`src/rtl/t1lr_pkg.sv`:
```
package t1lr_pkg;
  typedef struct packed {
    logic line;
    logic pay;
    logic frm;
  } lb_mode_t;

  localparam int MODE_W = $bits(lb_mode_t);
  localparam int SLOT_W = 2;
endpackage

```
`src/rtl/t1lr_mode_hold.sv`:
```
module t1lr_mode_hold #(
  parameter int W = 1
) (
  input  logic         clk,
  input  logic         rst_n,
  input  logic         use_alt,
  input  logic         pri_tick,
  input  logic         pri_fs,
  input  logic         alt_tick,
  input  logic         alt_fs,
  input  logic [W-1:0] cfg_d,
  output logic [W-1:0] mode_q,
  output logic         bnd
);
  logic [W-1:0] mode_d;

  always_comb begin
    bnd    = use_alt ? (alt_tick & alt_fs) : (pri_tick & pri_fs);
    mode_d = mode_q;
    if (bnd) mode_d = cfg_d;
  end

  always_ff @(posedge clk or negedge rst_n) begin
    if (!rst_n) mode_q <= '0;
    else        mode_q <= mode_d;
  end
endmodule

```
`src/rtl/t1lr_tx_path.sv`:
```
module t1lr_tx_path
  import t1lr_pkg::*;
#(
  parameter int NSLOT = SLOT_W
) (
  input  lb_mode_t          mode,
  input  logic              rx_tick,
  input  logic              tx_tick,
  input  logic              rx_data,
  input  logic              rx_bpv,
  input  logic              ovh_slot,
  input  logic              ovh_bit,
  input  logic              ser_data,
  input  logic [NSLOT-1:0]  slot_in,
  output logic              line_data,
  output logic              line_bpv,
  output logic              line_tick,
  output logic [NSLOT-1:0]  slot_out
);
  logic on_rx_clk;

  always_comb begin
    on_rx_clk = mode.line | mode.pay;
    line_tick = on_rx_clk ? rx_tick : tx_tick;
    line_bpv  = 1'b0;
    if (mode.line) begin
      line_data = rx_data;
      line_bpv  = rx_bpv;
    end else if (mode.frm) begin
      line_data = 1'b1;
    end else if (mode.pay) begin
      line_data = ovh_slot ? ovh_bit : rx_data;
    end else begin
      line_data = ser_data;
    end
  end

  for (genvar g = 0; g < NSLOT; g++) begin : g_slot_gate
    assign slot_out[g] = slot_in[g] & ~mode.pay;
  end
endmodule

```
`src/rtl/t1lr_rx_path.sv`:
```
module t1lr_rx_path (
  input  logic frm_on,
  input  logic rx_tick,
  input  logic tx_tick,
  input  logic rx_data,
  input  logic rx_bpv,
  input  logic ser_data,
  output logic fr_data,
  output logic fr_bpv,
  output logic clk_out
);
  always_comb begin
    if (frm_on) begin
      fr_data = ser_data;
      fr_bpv  = 1'b0;
      clk_out = tx_tick;
    end else begin
      fr_data = rx_data;
      fr_bpv  = rx_bpv;
      clk_out = rx_tick;
    end
  end
endmodule

```
`src/rtl/t1_loop_router.sv`:
```
module t1_loop_router
  import t1lr_pkg::*;
(
  input  logic clk,
  input  logic rst_n,
  input  logic cfg_line_lb,
  input  logic cfg_pay_lb,
  input  logic cfg_frm_lb,
  input  logic rx_tick,
  input  logic rx_frame_start,
  input  logic rx_line_data,
  input  logic rx_line_bpv,
  input  logic rx_ovh_slot,
  input  logic tx_tick,
  input  logic tx_frame_start,
  input  logic tx_ser_data,
  input  logic tx_ovh_bit,
  input  logic tx_slot_clk_in,
  input  logic tx_slot_blk_in,
  output logic tx_line_data,
  output logic tx_line_bpv,
  output logic tx_line_tick,
  output logic tx_slot_clk_out,
  output logic tx_slot_blk_out,
  output logic rx_fr_data,
  output logic rx_fr_bpv,
  output logic rx_clk_out
);
  logic              rst_meta_q, rst_sync_n;
  lb_mode_t          cfg_mode, tx_mode;
  logic [MODE_W-1:0] tx_mode_bits;
  logic              rx_frm_q;
  logic              tx_bnd, rx_bnd;
  logic [SLOT_W-1:0] slot_in, slot_out;

  // asynchronous assert, synchronous release
  always_ff @(posedge clk or negedge rst_n) begin
    if (!rst_n) begin
      rst_meta_q <= 1'b0;
      rst_sync_n <= 1'b0;
    end else begin
      rst_meta_q <= 1'b1;
      rst_sync_n <= rst_meta_q;
    end
  end

  assign cfg_mode = '{line: cfg_line_lb, pay: cfg_pay_lb, frm: cfg_frm_lb};
  assign tx_mode  = lb_mode_t'(tx_mode_bits);

  // transmit direction: governed by the receive clock while line/payload run
  t1lr_mode_hold #(.W(MODE_W)) u_tx_hold (
    .clk      (clk),
    .rst_n    (rst_sync_n),
    .use_alt  (tx_mode.line | tx_mode.pay),
    .pri_tick (tx_tick),
    .pri_fs   (tx_frame_start),
    .alt_tick (rx_tick),
    .alt_fs   (rx_frame_start),
    .cfg_d    (cfg_mode),
    .mode_q   (tx_mode_bits),
    .bnd      (tx_bnd)
  );

  // receive direction: governed by the transmit clock while framer loop runs
  t1lr_mode_hold #(.W(1)) u_rx_hold (
    .clk      (clk),
    .rst_n    (rst_sync_n),
    .use_alt  (rx_frm_q),
    .pri_tick (rx_tick),
    .pri_fs   (rx_frame_start),
    .alt_tick (tx_tick),
    .alt_fs   (tx_frame_start),
    .cfg_d    (cfg_frm_lb),
    .mode_q   (rx_frm_q),
    .bnd      (rx_bnd)
  );

  assign slot_in = {tx_slot_blk_in, tx_slot_clk_in};

  t1lr_tx_path #(.NSLOT(SLOT_W)) u_tx_path (
    .mode      (tx_mode),
    .rx_tick   (rx_tick),
    .tx_tick   (tx_tick),
    .rx_data   (rx_line_data),
    .rx_bpv    (rx_line_bpv),
    .ovh_slot  (rx_ovh_slot),
    .ovh_bit   (tx_ovh_bit),
    .ser_data  (tx_ser_data),
    .slot_in   (slot_in),
    .line_data (tx_line_data),
    .line_bpv  (tx_line_bpv),
    .line_tick (tx_line_tick),
    .slot_out  (slot_out)
  );

  assign tx_slot_clk_out = slot_out[0];
  assign tx_slot_blk_out = slot_out[1];

  t1lr_rx_path u_rx_path (
    .frm_on   (rx_frm_q),
    .rx_tick  (rx_tick),
    .tx_tick  (tx_tick),
    .rx_data  (rx_line_data),
    .rx_bpv   (rx_line_bpv),
    .ser_data (tx_ser_data),
    .fr_data  (rx_fr_data),
    .fr_bpv   (rx_fr_bpv),
    .clk_out  (rx_clk_out)
  );
endmodule

```
`config.mk`:
```
export PLATFORM = sky130hd
export DESIGN_NAME = t1_loop_router
export DESIGN_NICKNAME = d
export VERILOG_FILES = /design/src/rtl/t1lr_pkg.sv /design/src/rtl/t1lr_mode_hold.sv /design/src/rtl/t1lr_tx_path.sv /design/src/rtl/t1lr_rx_path.sv /design/src/rtl/t1_loop_router.sv
export SDC_FILE = /design/constraint.sdc
export NUM_CORES = 1
export LEC_CHECK = 0
export ABC_AREA = 1
export BUFFER_PORTS_ARGS = -buffer_cell sky130_fd_sc_hd__buf_2
export CAP_MARGIN = 20
export CORE_AREA = 2 2 39 41
export DETAILED_ROUTE_END_ITERATION = 12
export DIE_AREA = 0 0 41 43
export GPL_TIMING_DRIVEN = 0
export RECOVER_POWER = 100
export SYNTH_ARGS = -nofsm -noshare
export SYNTH_HDL_FRONTEND = slang
export SYNTH_SLANG_ARGS = --single-unit
```
`constraint.sdc`:
```
create_clock -name clk -period 0.9 [get_ports clk]
set_clock_uncertainty 0.2 [all_clocks]
set_input_delay 0 -clock clk [delete_from_list [all_inputs] [get_ports clk]]
set_output_delay 0 -clock clk [all_outputs]
set_load 0.01 [all_outputs]
```
After elaboration in Yosys (flattened, before gate mapping). Index checks and enable logic that the tools add are counted.

Register bits: 6. Bits of input ports: 16. Output and inout port bits: 8. Word-level logic and storage cells: 21.

Multiplexer cells: 11. Bitwise operators: 6.

Operators by type and width (count): 2-to-1 mux 1 bit (11); bitwise AND 1 bit (4); NOT 1 bit (1); bitwise OR 1 bit (1).

Longest topological paths before layout.
Depth after elaboration: 4. Mapped depth: 5.

Cells and area by module. Synthesis repeated with hierarchy kept, for this count alone.

Cells, all modules: 63. Area total of the unflattened synthesis: 397.9 um^2.

By module, submodules not included: t1lr_mode_hold (u_tx_hold) (instances 1, cells an instance 16, area each 142.6 um^2); t1lr_tx_path (instances 1, cells an instance 24, area each 93.8 um^2); t1_loop_router (instances 1, cells an instance 6, area each 65.1 um^2); t1lr_mode_hold (u_rx_hold) (instances 1, cells an instance 8, area each 62.6 um^2); t1lr_rx_path (instances 1, cells an instance 9, area each 33.8 um^2).

Worst setup path after synthesis. Ideal clock, no wire load.

Kind: flip-flop to flip-flop. From: register u_tx_hold.mode_q[1]. To: register u_tx_hold.mode_q[0]. Arrival: 0.805 ns. Data required time: 0.584 ns. Path slack: -0.221 ns. Stages on the path, launching flop included: 5. Buffers on the path: 0. Period minus slack after synthesis: 1.121 ns. Cells stage by stage: dfrtp_1 > o21ai_1 > nand2_1 > nand2_1 > nand2_1.

Longest elaborated chain between the ends: 2.

RTL lines: start: declaration (line t1lr_mode_hold.sv:12) `output logic [W-1:0] mode_q,`; start signal: assignment (line t1lr_mode_hold.sv:25) `else mode_q <= mode_d;`; bitwise OR 1 bit (line t1_loop_router.sv:54) `.use_alt (tx_mode.line | tx_mode.pay),`; 2-to-1 mux 1 bit (line t1lr_mode_hold.sv:18) `bnd = use_alt ? (alt_tick & alt_fs) : (pri_tick & pri_fs);`.

Every way passes these cells. A chain may end at the register's enable or synchronous reset.

Worst setup path in the final report.
From: register u_tx_hold.mode_q[1]. To: output tx_line_data.

Longest elaborated chain between the ends: 3.

RTL lines: 2-to-1 mux 1 bit (line t1lr_tx_path.sv:31) `end else if (mode.pay) begin`; 2-to-1 mux 1 bit (line t1lr_tx_path.sv:29) `end else if (mode.frm) begin`; 2-to-1 mux 1 bit (line t1lr_tx_path.sv:26) `if (mode.line) begin`; end: declaration (line t1_loop_router.sv:20) `output logic tx_line_data,`.

Every way passes these cells.

==> impl_metrics.toml <==
[yosys]
synth_nets = 70
synth_area_sq_um = 349
synth_xor_area_share_pct = 0
synth_seq_cells = 6
yosysUniqueCellTypes = 11
syn_area_per_cell_sq_um = 6.46
synth.area.top_cells = "dfrtp_1, nand2_1, inv_1, nor2_1, nand3_1"
yosys_warnings = 0
yosysSeqAreaShare_pct = 43.0
synth_mux_area_share_pct = 0
synth-simple-area-share_pct = 34.1
synthCells = 54
synthAdderAreaFrac_pct = 0
synth_compound_area_share_pct = 10.0
synth_top_area_cell = "dfrtp_1"
netlist.area_leader.share_pct = 43.0
synth_top_family_by_area = "simple AND/OR/NAND/NOR gates"

[grt]
first_global_vias = 367
grtUsageTotal_pct = 9.72
antenna_found_initial = 0
grt_first_pass_wirelength_mm = 1.12
grt_start_max_net_pins = 8
overflow = 0

[cells_and_area]
antennaDiodeCount = 0
fin_util_pct = 45.2
fin_nets = 106
layout-drive-gt1-share_pct = 48.3
fillers = 150
area_growth_pct = 79.2

[route]
routed_wl_microns = 888
first_pass_iters = 2
drtIter0Drc = 3
vias = 426
route.detailed.drc = 0
ant_nets = 0
wl_per_cell_microns = 8.46
post_drt_via_cell_ratio = 4.06

[timing]
min_period_over_period_pct = 143
finalHoldViolations = 10
period_minus_slack_ns = 1.28
rsz0062_at_grt = "yes"
whs_ns = -0.158
setup_slack_ns = -0.383
setup_violations = 12
fmax_mhz = 779
maxSlewViolCount = 0

[run]
maxCapViolCount = 0

[setup_path]
cp_data_required_time_ns = 0.70
critPathSlowestCell = "dfrtp_2"
crit_chain = "nor2_2 -> nor2_2 -> a21oi_2 -> buf_2"
critPathMaxStageDelay_ns = 0.45
cp.arrival_ns = 1.08
path_common_cell = "nor2_2"
path_delay_family = "flip-flops"
crit_path_end_kind = "primary output"
cp_num_buf_inv = 1
startpoint_type = "flop"
worstPathMaxFanout = 6
crit_type = "flop to primary output"

[floorplanning]
chipWidth_microns = 41
dieArea_sq_mm = 0.00176
core.rowCount = 14
start_util_pct = 25.2
io_pins = 24
die_h_microns = 43
coreArea_sq_mm = 0.00138

[outcome]
violations = "negative hold slack, negative setup slack"
status = "finished with violations"

[cts]
htreeDepth = 1
holdBufCountCts = 4
path_clk_slew_ns = 0.05
cts.sinks = 6
clock_latency_ns = 0.24
clockBufferDepth = 2
cts-root-buf = "clkbuf_4"
cts_tree = "built"
cts_made_buffers = 3

[pwr]
ir_drop_v = 0.000748
p_leak_nw = 0.357
total_power_mw = 1.47
pwr_density_cell_mw_per_mm2 = 2340

[placed_design]
gp_congestion = 0.648
port_buffers = 23
dpl.hpwl_microns = 645

[hold_path]
hp-class = "primary input to flop"
[cell usage after synthesis, drive strengths merged]
cell type  count
o21ai          4
nand3          4
conb           1
nand2         17
inv           11
dfrtp          6
nor2           8
a21oi          3
[cell usage in the layout (no fill, tap or decap)]
cell and n:
a21oi_2 3, buf_2 22, buf_4 3, buf_6 1, clkbuf_1 2, clkbuf_4 3
conb_1 1, dfrtp_1 3, dfrtp_2 3, dlygate4sd3_1 4, inv_1 10, inv_2 1
nand2_1 15, nand2_2 2, nand3_1 4, nor2_1 5, nor2_2 2, nor2_4 1
o21ai_1 2, o21ai_2 1, o21ai_4 1
[kinds of logic (layout without fill, tap and decap cells)]
family          count (synthesis)  in the layout
simple gates                   29             29
buf+inv                        11             46
compound gates                  7              7
flops                           6              6
other cells                     1              1
[path summary, 6_finish.rpt]
path                                startpoint                  end  slack, ns  cells after the start
min in group asynchronous           rst_sync_n  u_tx_hold.mode_q[0]      -0.15                      0
min                             rx_frame_start     u_rx_hold.mode_q      -0.16                      3
max reg2reg                u_tx_hold.mode_q[1]  u_tx_hold.mode_q[0]      -0.36                      5
max in group asynchronous           rst_sync_n     u_rx_hold.mode_q       0.47                      0
max                        u_tx_hold.mode_q[1]         tx_line_data      -0.38                      4
min reg2reg                         rst_sync_n  u_tx_hold.mode_q[0]      -0.15                      0
[routing by layer]
metal	vias up	track usage, %	share of wire [%]
met5	-	0	0
met4	0	8.00	0
met3	0	1.57	7.3
met2	16	20.0	54
met1	179	5.61	39
li1	231	-	-
[area by class of cell]
type	count	area, sq um	share of cell area (%)
clock buffers	4	26.3	4.20
inverters	11	41.3	6.60
multi-input cells	37	196	31.4
flip-flops and latches	6	154	24.6
well taps	16	20.0	3.20
repair buffers	31	188	30.0
[power breakdown]
group,leakage [nW],switching (mW),total (mW),internal [mW]
combinational,0.273,0.369,0.730,0.361
clock,0.0150,0.0907,0.258,0.167
sequential,0.0686,0.119,0.478,0.359
[tightest hold or removal path, stage by stage]
cell,delay (ns)
buf_2,0.09
a21oi_2,0.05
nor2_1,0.09
[sequential cells by signal, indices dropped and copies added (netlist names)]
| signal | flops |
|---|---|
| rst_meta_q | 1 |
| rst_sync_n | 1 |
| u_rx_hold.mode_q | 1 |
| u_tx_hold.mode_q | 3 |
[metrics by stage]
stage | instances | setup WS (ns) | area [sq um] | TNS, ns | hold WS, ns
finish | 105 | -0.383 | 626 | -3.14 | -0.158
global route | 105 | -0.453 | 626 | -3.80 | -0.142
CTS | 104 | -0.424 | 599 | -3.37 | -0.175
detailed placement | 93 | -0.265 | 493 | -1.21 | -0.413
global placement | 93 | -0.253 | 493 | -1.14 | -0.414
floorplan | 54 | -0.179 | 358 | -0.604 | -0.496
[what timing repair did]
item,CTS,global route
resized for setup,5,7
setup endpoints to repair,12,12
pin swaps,10,3
hold endpoints to repair,10,9
setup buffers,3,1
(Power assumes the default switching activity.)
